**src/rtl/ctl_regfile.sv**
```systemverilog
module ctl_regfile #(
  parameter int AW = 6,
  parameter int DW = 16,
  parameter int NMB = 8
) (
  input  logic          clk,
  input  logic          rst_n,
  input  logic          wr_en,
  input  logic          wr_word,
  input  logic [AW-1:0] wr_addr,
  input  logic [DW-1:0] wr_data,
  input  logic [AW-1:0] rd_addr,
  output logic [DW-1:0] rd_data,
  input  logic [NMB-1:0] mbox_ack,
  output logic [NMB-1:0] mbox_dirty,
  output logic          port_valid,
  output logic [1:0]    port_id,
  output logic [DW-1:0] port_data,
  output logic          sub_reset,
  output logic [1:0]    bank_sel,
  output logic          bank_change,
  output logic          irq_update
);
  localparam int NB = 1 << AW;
  localparam int BW = DW / 2;

  logic [BW-1:0] regs [NB];
  logic [BW-1:0] latch [4];

  function automatic logic [BW-1:0] wmask(input logic [AW-1:0] a);
    case (a)
      6'h00: wmask = 8'h80;
      6'h01, 6'h03, 6'h05: wmask = 8'h03;
      6'h07: wmask = 8'h07;
      6'h09, 6'h0A, 6'h0D, 6'h0E, 6'h0F, 6'h10, 6'h33: wmask = 8'hFF;
      6'h0B: wmask = 8'hFE;
      6'h11: wmask = 8'hFC;
      6'h1A, 6'h1B: wmask = 8'h01;
      6'h31, 6'h32: wmask = 8'h0F;
      default: wmask = (a[5:4] == 2'b10) ? 8'hFF : 8'h00;
    endcase
  endfunction

  logic [AW-1:0] ae, ao;
  logic [BW-1:0] hi_d, lo_d;
  logic hi_we, lo_we, is_mb, mb_same, commit, stg;
  logic [1:0] sidx;
  logic [NMB-1:0] dirty_set;

  assign ae = {wr_addr[AW-1:1], 1'b0};
  assign ao = {wr_addr[AW-1:1], 1'b1};
  assign hi_d = wr_word ? wr_data[DW-1:BW] : wr_data[BW-1:0];
  assign lo_d = wr_data[BW-1:0];
  assign hi_we = wr_en && (wr_word || !wr_addr[0]);
  assign lo_we = wr_en && (wr_word || wr_addr[0]);
  assign is_mb = (ae[5:4] == 2'b10);
  assign mb_same = (!hi_we || regs[ae] == hi_d) && (!lo_we || regs[ao] == lo_d);
  assign commit = !is_mb || !mb_same;
  assign dirty_set = (wr_en && is_mb && !mb_same) ? (NMB'(1) << ae[3:1]) : '0;

  always_comb begin
    stg = 1'b1;
    case (ae)
      6'h12: sidx = 2'd0;
      6'h34: sidx = 2'd1;
      6'h36: sidx = 2'd2;
      6'h38: sidx = 2'd3;
      default: begin sidx = 2'd0; stg = 1'b0; end
    endcase
  end

  logic ctl_run;
  logic [1:0] irq_field;
  assign ctl_run = regs[1][1];
  assign irq_field = regs[3][1:0];
  assign bank_sel = regs[5][1:0];
  assign rd_data = {regs[{rd_addr[AW-1:1], 1'b0}], regs[{rd_addr[AW-1:1], 1'b1}]};

  always_ff @(posedge clk) begin
    if (!rst_n) begin
      for (int i = 0; i < NB; i++) regs[i] <= '0;
      for (int i = 0; i < 4; i++) latch[i] <= '0;
      mbox_dirty  <= '0;
      port_valid  <= 1'b0;
      port_id     <= '0;
      port_data   <= '0;
      sub_reset   <= 1'b0;
      bank_change <= 1'b0;
      irq_update  <= 1'b0;
    end else begin
      sub_reset   <= lo_we && ae == 6'h00 && lo_d[1] && !ctl_run;
      bank_change <= lo_we && ae == 6'h04 && lo_d[1:0] != bank_sel;
      irq_update  <= lo_we && ae == 6'h02 && lo_d[1:0] != irq_field;
      if (hi_we && commit) regs[ae] <= hi_d & wmask(ae);
      if (lo_we && commit) regs[ao] <= lo_d & wmask(ao);
      port_valid <= stg && lo_we;
      if (stg && lo_we) begin
        port_id   <= sidx;
        port_data <= wr_word ? wr_data : {latch[sidx], lo_d};
      end
      if (stg && wr_en) latch[sidx] <= (hi_we && !lo_we) ? hi_d : '0;
      mbox_dirty <= (mbox_dirty & ~mbox_ack) | dirty_set;
    end
  end

  p_port_needs_write_r4: assert property (@(posedge clk) disable iff (!rst_n)
    port_valid |-> $past(wr_en));
  p_reset_rise_r6: assert property (@(posedge clk) disable iff (!rst_n)
    sub_reset |-> (ctl_run && !$past(ctl_run)));
  p_bank_moved_r7: assert property (@(posedge clk) disable iff (!rst_n)
    bank_change |-> (bank_sel != $past(bank_sel)));
  p_irq_moved_r8: assert property (@(posedge clk) disable iff (!rst_n)
    irq_update |-> (irq_field != $past(irq_field)));
  p_dirty_from_write_r9: assert property (@(posedge clk) disable iff (!rst_n)
    (|(mbox_dirty & ~$past(mbox_dirty))) |-> $past(wr_en));
  p_ack_clears_r10: assert property (@(posedge clk) disable iff (!rst_n)
    (mbox_ack != '0 && !wr_en) |=> ((mbox_dirty & $past(mbox_ack)) == '0));
endmodule

```
**config.mk**
```make
export PLATFORM = sky130hd
export DESIGN_NAME = ctl_regfile
export DESIGN_NICKNAME = d
export VERILOG_FILES = /design/src/rtl/ctl_regfile.sv
export SDC_FILE = /design/constraint.sdc
export NUM_CORES = 1
export LEC_CHECK = 0
export ABC_CLOCK_PERIOD_IN_PS = 8600
export BUFFER_PORTS_ARGS = -buffer_cell sky130_fd_sc_hd__buf_2
export CAP_MARGIN = 20
export CORE_MARGIN = 2
export CORE_UTILIZATION = 23
export DETAILED_ROUTE_END_ITERATION = 8
export GPL_TIMING_DRIVEN = 1
export PLACE_DENSITY = 0.48
export SLEW_MARGIN = 20
export SYNTH_ARGS = -nofsm -noshare
export SYNTH_HDL_FRONTEND = slang
export SYNTH_SLANG_ARGS = --single-unit
```
**constraint.sdc**
```tcl
create_clock -name clk -period 8.6 [get_ports clk]
set_clock_uncertainty 0.15 [all_clocks]
set_input_delay 1.29 -clock clk [delete_from_list [all_inputs] [get_ports clk]]
set_output_delay 1.29 -clock clk [all_outputs]
set_load 0.02 [all_outputs]
```
==> metrics.md, run 1 <==
| Metric | Value |
|---|---|
| Status | `finished, final reports clean` |
| Sequential fraction of design power | `0.476` |
| Fmax | `161 MHz` |
| Max-slew headroom | `0.274` |
| Die ar. | `0.127 sq mm` |
| Top cells by count, synth | `544 x edfxtp_1, 237 x mux4_2, 170 x nor3_1` |
| Reg2Reg Setup Slack | `3.59 ns` |
| Fin nets | `2,323` |
| I/O pins | `88` |
| Leakage | `11.8 nW` |
| Post-synth EDFFs | `544` |
| Routed wire length | `99.9 mm` |
| Comb pwr share | `0.130` |
| Max-slew violation count | `0` |
| Sequential share of the synthesized area | `0.591` |
| Setup CP Type | `primary input to flop` |
| Synth area leader | `edfxtp_1` |
| CTS tree | `done` |
| RSZ-0062 raised after global routing | `false` |
| Root buffer cell | `clkbuf_16` |
| Synth top area cells | `edfxtp_1 57%, mux4_2 19%, mux2i_1 4.0%` |
| Layout cells sized above 1 | `0.245` |
| Hold Crit Class | `flop to flop` |
| Endpoints failing setup | `0` |
| Ant. Diodes | `0` |
| Vias per cell | `4.82` |
| Number of global-route vias before repair | `20.1k` |
| Initial DRC count | `1,818` |
| Crit path buffers/inverters | `2` |
| CP cell instances | `buf_8, buf_4, mux4_2, a211oi_1, a21oi_1, xnor2_1, a211oi_1, nand4_1, a211oi_4, o21ai_1` |
| Synthesized cell area | `0.0287 sq mm` |
| Core Area | `0.124 sq mm` |
| Async S/R FF share, synth | `0` |
| Max-cap violations | `0` |
| Worst-path maximum fanout | `61` |
| Avg Inst Size Synth | `15.2 sq um` |
| Slowest cell on the critical path | `a211oi_4` |
| Setup tns final | `0 ns` |
| Sw frac | `0.257` |
| Hold EP | `port_data[0]$_SDFFE_PN0P_` |
| FF-to-FF End | `regs[32][1]$_SDFFCE_PN0P_` |
| Pwr per Cell Area | `204 mW/mm^2` |
| Worst-Skew Late Latency | `0.62 ns` |
| Final hold vios | `0` |
| CTS sink cnt | `574` |
| Clk network pwr share | `0.394` |
| DR pass1 iterations | `5` |
| DRC | `0` |
| Power Internal | `0.00524 W` |
| Most used cell, CP | `a211oi_1` |
| Hold buffers post-CTS | `0` |
| RR Startpoint | `regs[13][6]$_SDFFCE_PN0P_` |
| RD Place Congestion | `0.845` |
| Via Count | `19.1k` |
| CTS Buf Count | `67` |
| Crit path launch type | `primary input` |
| Routed len/inst | `25.2 microns` |
| FF-to-FF path depth | `9` |
| Port buffer count | `86` |
| CP Data Arrival Time | `6.26 ns` |
| Initial antenna violation count | `8` |
| Critical Path RT | `8.64 ns` |
| GRT Total Usage | `0.156` |
| Crit path largest cell delay | `0.77 ns` |
| Synth Instances | `1,891` |
| Hold path startpoint | `port_data[0]$_SDFFE_PN0P_` |
| Final core utilization | `0.280` |
| Post-CTS resize count | `0` |
| Hold Crit Depth | `2` |
| Critical path endpoint category | `flop` |
| Synthesis-to-layout area growth | `20.6%` |
| Slew at the pin with the worst max-slew slack | `1.08 ns` |
| Synth top area share | `0.570` |
| First-pass GRT wire length | `144 mm` |
| Die extent in x | `357 microns` |
| Die Span Y | `357 microns` |
| Yosys warns | `0` |
| Most common cell in the synthesized netlist | `edfxtp_1` |
| Initial Utilization | `0.232` |
| HPWL Detailed | `69.2 mm` |
| Antenna Nets Post-Route | `0` |
| Setup repair bufs after CTS | `0` |
| Synthesized flop and latch total | `574` |
| Max Buffers Root-to-Sink | `3` |
| Worst VDD drop | `0.165 mV` |
| Netlist cell types | `54` |
| GRT overflow | `0` |
| Switching pwr | `0.00181 W` |
| Delay-heaviest family, CP | `compound AO/OA/AOI/OAI gates` |
| Largest net degree at the start of global routing | `91` |
| Period minus WS final | `6.22 ns` |
| Clk pin slew, worst setup/hold paths | `0.06 ns` |
| Fin crit share | `0.723` |
| Commonest register cell after synthesis | `edfxtp_1` |
| # rows | `129` |
| H-tree depth | `3` |
## cell usage in the layout (no fill, tap or decap), types with 13 or more instances in the layout
cell	n
edfxtp_1	544
conb_1	295
mux4_2	237
nor3_1	170
nand2_1	118
mux2i_1	112
buf_4	107
nor2_1	103
buf_2	80
clkbuf_16	72
o21ai_0	63
a211oi_1	34
dfxtp_1	30
a21oi_1	28
mux2_2	25
o22ai_1	21
a22oi_1	21
nand3_1	17
clkbuf_1	16
nor4_1	14
nor2b_1	13
o31ai_1	13
clkinv_1	13
## flip-flops by register name (all words and copies together), names as in the netlist
signal / cells
irq_update: 1
mbox_dirty: 8
port_data: 16
latch: 32
bank_change: 1
sub_reset: 1
port_valid: 1
regs: 512
port_id: 2
## stage by stage
| step | setup slack, ns | cell area [sq um] | cells | total power (W) | hold slack, ns |
|---|---|---|---|---|---|
| after global placement | 1.95 | 32400 | 3851 | 0.00430 | 0.304 |
| final | 2.38 | 34600 | 3971 | 0.00704 | 0.320 |
| after floorplan | 3.17 | 29800 | 2185 | 0.00394 | 0.282 |
| after detailed placement | 1.79 | 32500 | 3851 | 0.00432 | 0.314 |
| after CTS | 2.44 | 34600 | 3971 | 0.00710 | 0.321 |
| after global routing | 2.24 | 34600 | 3971 | 0.00728 | 0.349 |
## cell type report
cell class                      instances  area (sq um)
Tap cell                             1637          2050
Multi-Input combinational cell       1436         12200
Clock buffer                           90          1890
Sequential cell                       574         16900
Fill cell                           12700         89100
Timing Repair Buffer                  191          1260
Clock inverter                         30           216
Inverter                               13          48.8
## how the worst max path moves through the flow
stage,cells past startpoint,end,slack (ns),start
floorplan,13,regs[34][0]$_SDFFCE_PN0P_,3.17,wr_addr[1]
global placement,12,regs[32][5]$_SDFFCE_PN0P_,1.95,wr_addr[4]
detailed placement,10,regs[32][5]$_SDFFCE_PN0P_,1.79,wr_addr[1]
CTS,10,regs[32][5]$_SDFFCE_PN0P_,2.44,wr_addr[1]
global route,10,regs[32][5]$_SDFFCE_PN0P_,2.24,wr_addr[1]
finish,10,regs[32][1]$_SDFFCE_PN0P_,2.38,wr_addr[1]
## cell families (layout without fill, tap and decap cells)
family | count (synthesis) | after routing | synth area share
xor+xnor | 19 | 19 | 0.00581
compound gates | 242 | 242 | 0.0562
buf+inv | 175 | 324 | 0.0277
mux | 376 | 376 | 0.236
flops | 574 | 574 | 0.591
other cells | 1 | 295 | 0.000131
simple gates | 504 | 504 | 0.0833
## worst min-delay path, stage by stage (launching register included)
cell,delay [ns]
dfxtp_1,0.31
nand2_1,0.05
a21boi_0,0.06
## routing by layer
| layer | track usage | wire [microns] | up-vias |
|---|---|---|---|
| li1 | - | - | 8165 |
| met1 | 0.201 | 41000 | 9929 |
| met2 | 0.254 | 47400 | 855 |
| met3 | 0.0427 | 8590 | 168 |
| met4 | 0.0503 | 2890 | 8 |
| met5 | 0 | 54 | - |
## power by group through the flow
stage / clock network, W / logic (W) / registers (W)
after floorplan: 0 / 0.000564 / 0.00337
after global placement: 0 / 0.000908 / 0.00340
after detailed placement: 0 / 0.000913 / 0.00341
after CTS: 0.00283 / 0.000916 / 0.00335
after global routing: 0.00293 / 0.000970 / 0.00337
final: 0.00277 / 0.000916 / 0.00336
Note: power is estimated with default switching activity, not from simulation.
==> inputs of run 2 (changes only) <==
--- a/config.mk
+++ b/config.mk
@@ -5,14 +5,14 @@
 export SDC_FILE = /design/constraint.sdc
 export NUM_CORES = 1
 export LEC_CHECK = 0
-export ABC_CLOCK_PERIOD_IN_PS = 8600
+export ABC_CLOCK_PERIOD_IN_PS = 5610
 export BUFFER_PORTS_ARGS = -buffer_cell sky130_fd_sc_hd__buf_2
 export CAP_MARGIN = 20
 export CORE_MARGIN = 2
 export CORE_UTILIZATION = 23
 export DETAILED_ROUTE_END_ITERATION = 8
 export GPL_TIMING_DRIVEN = 1
-export PLACE_DENSITY = 0.48
+export PLACE_DENSITY = 0.49
 export SLEW_MARGIN = 20
 export SYNTH_ARGS = -nofsm -noshare
 export SYNTH_HDL_FRONTEND = slang
==> constraint.sdc (replaced) <==
create_clock -name clk -period 5.61 [get_ports clk]
set_clock_uncertainty 0.15 [all_clocks]
set_input_delay 0.8415 -clock clk [delete_from_list [all_inputs] [get_ports clk]]
set_output_delay 0.8415 -clock clk [all_outputs]
set_load 0.02 [all_outputs]
==> run 2 against run 1 <==
Worst setup slack worse by 1.5 ns. Cell count is 1.3% higher. Sequential share of layout area is 0.86 points lower. Count of clock-buffer cells in the layout is 1 lower. Power is 55% higher. Final area is 1.8% higher. Largest power group unchanged. Largest cell class unchanged. First-iteration DRC count is 11% higher.
==> metrics.md, run 2 (synthesis results as in run 1) <==
| Metric | Value |
|---|---|
| Status | `finished, final reports clean` |
| Fmax | `213 MHz` |
| H-tree depth | `3 (unchanged)` |
| Max reg flops | `512 (unchanged)` |
| Most frequent cells in the layout | `544 x edfxtp_1, 295 x conb_1, 237 x mux4_2` |
| Die Span Y | `357 microns (unchanged)` |
| DRC | `0 (unchanged)` |
| CTS sink cnt | `574 (unchanged)` |
| GRT overflow | `0 (unchanged)` |
| Biggest register | `regs` |
| Max-slew headroom | `0.251 (-0.0230)` |
| I/O pins | `88 (unchanged)` |
| Synthesis-to-layout area growth | `22.8%` |
| Switching pwr | `0.00279 W (+54%)` |
| Post-CTS resize count | `0 (unchanged)` |
| Setup repair bufs after CTS | `0 (unchanged)` |
| Total power | `0.0109 W (+55%)` |
| Period minus WS final | `4.70 ns` |
| Antenna Nets Post-Route | `0 (unchanged)` |
| Die extent in x | `357 microns (unchanged)` |
| Critical Path RT | `5.82 ns (-2.82 ns)` |
| Hold Crit Class | `primary input to flop` |
| Initial Utilization | `0.232 (unchanged)` |
| Max-slew violation count | `0 (unchanged)` |
| Largest net degree at the start of global routing | `59 (-35%)` |
| Sw frac | `0.255 (-0.00124)` |
| Port buffer count | `86 (unchanged)` |
| CTS Buf Count | `67 (unchanged)` |
| Commonest non-fill, non-tap cell in the layout | `edfxtp_1` |
| Routed len/inst | `24.9 microns (-1.2%)` |
| Largest regs | `regs: 512 flops, latch: 32 flops, port_data: 16 flops` |
| Worst-path maximum fanout | `43 (-30%)` |
| Via Count | `19.2k (+0.14%)` |
| RR Startpoint | `regs[45][2]$_SDFFCE_PN0P_` |
| Crit path launch type | `primary input` |
| CTS tree | `done` |
| Critical Path Start | `wr_addr[1]` |
| Hold buffers post-CTS | `0 (unchanged)` |
| Pwr per Cell Area | `311 mW/mm^2 (+52%)` |
| Power Internal | `0.00814 W (+55%)` |
| DR pass1 iterations | `7 (+2)` |
| Max Buffers Root-to-Sink | `3 (unchanged)` |
| Setup CP Type | `primary input to flop` |
| Root buffer cell | `clkbuf_16` |
| Hold path startpoint | `mbox_ack[7]` |
| Routed wire length | `100 mm (+0.15%)` |
| Crit path largest cell delay | `0.73 ns (-0.04 ns)` |
| HPWL Detailed | `71.0 mm (+2.5%)` |
| Leakage | `12.2 nW (+2.7%)` |
| First-pass GRT wire length | `143 mm (-0.35%)` |
| GRT Total Usage | `0.156 (+0.000189)` |
| Layout cells sized above 1 | `0.261 (+0.0165)` |
| Slew at the pin with the worst max-slew slack | `1.12 ns (+0.0391 ns)` |
| Clk pin slew, worst setup/hold paths | `0.06 ns (about the same)` |
| RSZ-0062 raised after global routing | `false` |
| Initial DRC count | `2,019 (+11%)` |
| Fin crit share | `0.837` |
| Worst VDD drop | `0.169 mV (+1.9%)` |
| Setup tns final | `0 ns (unchanged)` |
| Worst-Skew Late Latency | `0.62 ns (about the same)` |
| Comb pwr share | `0.132 (+0.002)` |
| Die ar. | `0.127 sq mm (unchanged)` |
| Final hold vios | `0 (unchanged)` |
| Initial antenna violation count | `7 (-1)` |
| CP cell instances | `buf_8, buf_12, mux4_2, a211oi_1, a21oi_1, xor2_1, or4_1, a211oi_4, buf_12, buf_12, nor3_1` |
| Sequential fraction of design power | `0.470 (-0.006)` |
| Most used cell, CP | `buf_12` |
| Number of global-route vias before repair | `19.1k (-4.7%)` |
| Vias per cell | `4.76 (-1.2%)` |
| Core Area | `0.124 sq mm (unchanged)` |
| CP Data Arrival Time | `4.90 ns (-1.36 ns)` |
| Fin nets | `2,373 (+2.2%)` |
| Slowest cell on the critical path | `or4_1` |
| RD Place Congestion | `0.851 (+0.71%)` |
| Endpoints failing setup | `0 (unchanged)` |
| Max-cap violations | `0 (unchanged)` |
| Critical path endpoint category | `flop` |
| Clk network pwr share | `0.398 (+0.004)` |
| # rows | `129 (unchanged)` |
-- run 2: cell types whose count changed in the layout (fill, tap and decap cells not counted), sizes merged --
cell	change
clkinv	+1
clkinvlp	+1
clkbuf	-1
inv	-2
bufinv	+3
diode	+1
buf	+50
-- run 2: final cells by class --
class,count,area [sq um]
inverter,13,48.8
clock inverter,33,314
timing repair buffer,241,1880
tap,1637,2050
fill,12700,88400
clock buffer,89,1840
sequential,574,16900
antenna,1,2.50
multi-input combinational,1436,12100
-- run 2: final timing paths --
kind | to | cells past startpoint | slack, ns
worst min-delay path | mbox_dirty[7]$_SDFF_PN0_ | 2 | 0.26
worst min register to register | port_data[2]$_SDFFE_PN0P_ | 2 | 0.32
worst max-delay path | regs[0][7]$_SDFFCE_PN0P_ | 11 | 0.91
worst max register to register | regs[0][7]$_SDFFCE_PN0P_ | 11 | 1.35
-- run 2: per-stage QoR --
step	cell area, sq um	std cells	util	setup WS (ns)	hold WS (ns)
after floorplan	29800	2185	-	0.626	0.282
final	35200	4024	0.285	0.912	0.260
after CTS	35200	4023	0.285	1.01	0.228
after global routing	35200	4023	0.285	0.812	0.248
after detailed placement	33000	3901	0.267	0.365	0.315
after global placement	33000	3901	0.267	0.384	0.302
-- run 2: critical path: cells and delay by family --
family	cells	cell delay [ns]
AOI/OAI and AO/OA	3	1.20
and+or+nand+nor	2	0.84
muxes	1	0.58
buffers and inverters	4	1.18
xor gates and xnor gates	1	0.19
-- run 2: power groups by stage --
stage / Clock, W / Combinational, W / Sequential, W
2_1_floorplan: 0 / 0.000864 / 0.00517
6_report: 0.00435 / 0.00144 / 0.00514
5_1_grt: 0.00459 / 0.00152 / 0.00517
3_5_place_dp: 0 / 0.00144 / 0.00523
4_1_cts: 0.00443 / 0.00144 / 0.00514
3_3_place_gp: 0 / 0.00144 / 0.00522
-- run 2: metal layers --
layer | wire length [microns] | share of wire | GRT usage
met1 | 44000 | 0.44 | 0.219
met2 | 47300 | 0.47 | 0.255
met3 | 7040 | 0.070 | 0.0249
met4 | 1660 | 0.017 | 0.0309
met5 | 13 | 0.00013 | 0
==> inputs of run 3 (changes only) <==
--- a/config.mk
+++ b/config.mk
@@ -5,14 +5,15 @@
 export SDC_FILE = /design/constraint.sdc
 export NUM_CORES = 1
 export LEC_CHECK = 0
-export ABC_CLOCK_PERIOD_IN_PS = 5610
+export ABC_AREA = 1
+export ABC_CLOCK_PERIOD_IN_PS = 4500
 export BUFFER_PORTS_ARGS = -buffer_cell sky130_fd_sc_hd__buf_2
 export CAP_MARGIN = 20
 export CORE_MARGIN = 2
 export CORE_UTILIZATION = 23
 export DETAILED_ROUTE_END_ITERATION = 8
 export GPL_TIMING_DRIVEN = 1
-export PLACE_DENSITY = 0.49
+export PLACE_DENSITY = 0.48
 export SLEW_MARGIN = 20
 export SYNTH_ARGS = -nofsm -noshare
 export SYNTH_HDL_FRONTEND = slang
==> constraint.sdc (replaced) <==
create_clock -name clk -period 4.5 [get_ports clk]
set_clock_uncertainty 0.15 [all_clocks]
set_input_delay 0.675 -clock clk [delete_from_list [all_inputs] [get_ports clk]]
set_output_delay 0.675 -clock clk [all_outputs]
set_load 0.02 [all_outputs]
==> run 3 against run 2 <==
Hold slack worse by 0.12 ns. Critical endpoint is now rd_data[3]. Largest power group unchanged. Count of clock-buffer cells in the layout unchanged. Critical path depth down 2. Largest cell class unchanged.
==> metrics.md, run 3 <==
| Metric | Value |
|---|---|
| Fmax | `236 MHz` |
| Post-CTS resize count | `0 (unchanged)` |
| Min Hold Slack | `0.144 ns (-0.116 ns)` |
| Async S/R FF share, synth | `0 (unchanged)` |
| Die extent in x | `365 microns (+2.3%)` |
| HPWL Detailed | `81.0 mm (+14%)` |
| Antenna Nets Post-Route | `0 (unchanged)` |
| Sw frac | `0.280 (+0.0250)` |
| Sequential fraction of design power | `0.463 (-0.007)` |
| Layout cells sized above 1 | `0.109 (-0.152)` |
| Status | `finished, final reports clean` |
| Non-Filler Instances | `5,730 (+42%)` |
| Critical path endpoint category | `output pin` |
| Most common cell in the synthesized netlist | `nand2_1` |
| FF-to-FF path depth | `20 (+9)` |
| Via Count | `26.8k (+40%)` |
| Vias per cell | `4.68 (-1.6%)` |
| Sequential share of the synthesized area | `0.564 (-0.0267)` |
| Crit path buffers/inverters | `5 (+1)` |
| Post-synth EDFFs | `544 (unchanged)` |
| Fin nets | `3,972 (+67%)` |
| Largest net degree at the start of global routing | `89 (+51%)` |
| Hold Crit Class | `primary input to flop` |
| Cell area after layout | `0.0374 sq mm (+6.1%)` |
| Initial antenna violation count | `2 (-5)` |
| Most frequent cells in the layout | `1,096 x nand2_1, 624 x nor2_1, 544 x edfxtp_1` |
| Synth top area share | `0.544 (-0.0257)` |
| Core Area | `0.129 sq mm (+4.7%)` |
| Placed instance count | `5,604 (+44%)` |
| Die ar. | `0.133 sq mm (+4.7%)` |
| Avg Inst Size Synth | `8.53 sq um (-44%)` |
| Yosys warns | `0 (unchanged)` |
| CP Data Arrival Time | `3.41 ns (-1.49 ns)` |
| Max-cap violations | `0 (unchanged)` |
| WP depth | `9 (-2)` |
| Top cells by count, synth | `1,096 x nand2_1, 628 x nor2_1, 544 x edfxtp_1` |
| Setup tns final | `0 ns (unchanged)` |
| First-pass GRT wire length | `172 mm (+20%)` |
| Initial DRC count | `3,341 (+65%)` |
| Power Internal | `0.00993 W (+22%)` |
| DRC | `0 (unchanged)` |
| Period minus WS final | `4.24 ns` |
| Biggest register | `regs` |
| RSZ-0062 raised after global routing | `false` |
| Fin crit share | `0.941` |
| Delay-heaviest family, CP | `buffers and inverters` |
| Max Buffers Root-to-Sink | `3 (unchanged)` |
| Clk network pwr share | `0.395 (-0.003)` |
| Hold Crit Depth | `4 (+2)` |
| Synthesized flop and latch total | `574 (unchanged)` |
| GRT overflow | `0 (unchanged)` |
| Total power | `0.0138 W (+26%)` |
| Initial Utilization | `0.232 (about the same)` |
| Die Span Y | `365 microns (+2.3%)` |
| I/O pins | `88 (unchanged)` |
| Setup repair bufs after CTS | `0 (unchanged)` |
| Fillers | `13.8k (+9.1%)` |
| Slowest cell on the critical path | `a32oi_1` |
| Crit path largest cell delay | `0.53 ns (-0.20 ns)` |
| Root buffer cell | `clkbuf_16` |
| Worst-Skew Late Latency | `0.65 ns (+0.03 ns)` |
| Worst-path maximum fanout | `88 (+100%)` |
| Synthesized cell area | `0.0300 sq mm (+4.7%)` |
| H-tree depth | `3 (unchanged)` |
| Number of global-route vias before repair | `25.1k (+31%)` |
| Setup CP Type | `primary input to output pin` |
| CTS tree | `done` |
| Final hold vios | `0 (unchanged)` |
| Synth top area cells | `edfxtp_1 54%, nand2_1 14%, nor2_1 7.9%` |
| Hold buffers post-CTS | `0 (unchanged)` |
| Post-DP Area | `0.0352 sq mm (+6.6%)` |
| Max-slew violation count | `0 (unchanged)` |
| Port buffer count | `86 (unchanged)` |
| Leakage | `14.8 nW (+21%)` |
| CTS sink cnt | `574 (unchanged)` |
| Switching pwr | `0.00387 W (+39%)` |
| Commonest register cell after synthesis | `edfxtp_1` |
| Worst VDD drop | `0.230 mV (+37%)` |
| DR pass1 iterations | `6 (-1)` |
| Netlist cell types | `38 (-30%)` |
| Pwr per Cell Area | `369 mW/mm^2 (+19%)` |
| # rows | `132 (+2.3%)` |
| RD Place Congestion | `0.880 (+3.4%)` |
| CP cell instances | `buf_6, inv_8, buf_12, o21ai_0, o221ai_1, nand3_1, a32oi_1, buf_4, buf_2` |
| Max reg flops | `512 (unchanged)` |
| Endpoints failing setup | `0 (unchanged)` |
| Crit path launch type | `primary input` |
| Critical Path RT | `3.67 ns (-2.15 ns)` |
| Routed wire length | `118 mm (+18%)` |
| Commonest non-fill, non-tap cell in the layout | `nand2_1` |
| Comb pwr share | `0.142 (+0.010)` |
| Largest regs | `regs: 512 flops, latch: 32 flops, port_data: 16 flops` |
| Slew at the pin with the worst max-slew slack | `0.807 ns (-0.314 ns)` |
| GRT Total Usage | `0.175 (+0.0188)` |
| Synth Instances | `3,517 (+86%)` |
| Synthesis-to-layout area growth | `24.4%` |
| Clk pin slew, worst setup/hold paths | `0.06 ns (about the same)` |
| Synth area leader | `edfxtp_1` |
| CTS Buf Count | `68 (+1.5%)` |
| Routed len/inst | `20.6 microns (-17%)` |
| Max-slew headroom | `0.461 (+0.210)` |
[run 3: cell count changes after synthesis, sizes merged, moves of 70 or more]
| cell | previous run | this run |
|---|---|---|
| a21oi | 29 | 108 |
| clkbuf | 87 | 157 |
| inv | 13 | 130 |
| mux2i | 114 | 0 |
| mux4 | 237 | 0 |
| nand2 | 118 | 1096 |
| nand3 | 17 | 149 |
| nor2 | 104 | 634 |
| nor3 | 170 | 2 |
| o21ai | 65 | 366 |
[run 3: power groups by stage]
stage	sequential [W]	clock, W	combinational, W
3_5_place_dp	0.00649	0	0.00193
3_3_place_gp	0.00649	0	0.00193
4_1_cts	0.00639	0.00556	0.00193
5_1_grt	0.00643	0.00576	0.00212
6_report	0.00639	0.00545	0.00196
2_1_floorplan	0.00645	0	0.00104
[run 3: layer usage]
layer  vias to the layer above  global-route usage  part of all wire
li1                      12500                   -                 -
met1                     12800               0.253              0.45
met2                      1324               0.259              0.42
met3                       230              0.0328             0.090
met4                         0              0.0617             0.034
met5                         -                   0                 0
[run 3: per-stage QoR]
stage                util  setup slack, ns
floorplan               -             1.33
global placement    0.272            0.217
detailed placement  0.272            0.190
CTS                 0.288            0.362
global route        0.288            0.184
finish              0.288            0.263
[run 3: kinds of logic after synthesis]
family | synth area share
other | 0.000125
and+or+nand+nor | 0.258
DFF | 0.564
AOI/OAI and AO/OA | 0.126
buffers and inverters | 0.0517
[run 3: layout make-up]
class                      count  area, sq um  share of cell area
antenna                        1         2.50           0.0000670
sequential                   574        16900               0.453
multi-input combinational   2859        12700               0.339
timing repair buffer         295         2920              0.0781
tap                         1742         2180              0.0584
clock inverter                36          285             0.00764
clock buffer                  89         1850              0.0496
inverter                     134          517              0.0138
[run 3: worst min-delay path, stage by stage]
cell     delay (ns)
buf_2          0.07
inv_1          0.03
nand2_1        0.04
a21oi_1        0.05
[run 3: path summary, 6_finish.rpt]
kind,slack [ns],to,startpoint
worst max-delay path,0.26,rd_data[3],rd_addr[1]
worst min-delay path,0.14,mbox_dirty[4]$_SDFF_PN0_,mbox_ack[4]
worst max register to register,1.22,regs[24][2]$_SDFFCE_PN0P_,regs[16][5]$_SDFFCE_PN0P_
worst min register to register,0.31,mbox_dirty[6]$_SDFF_PN0_,mbox_dirty[6]$_SDFF_PN0_
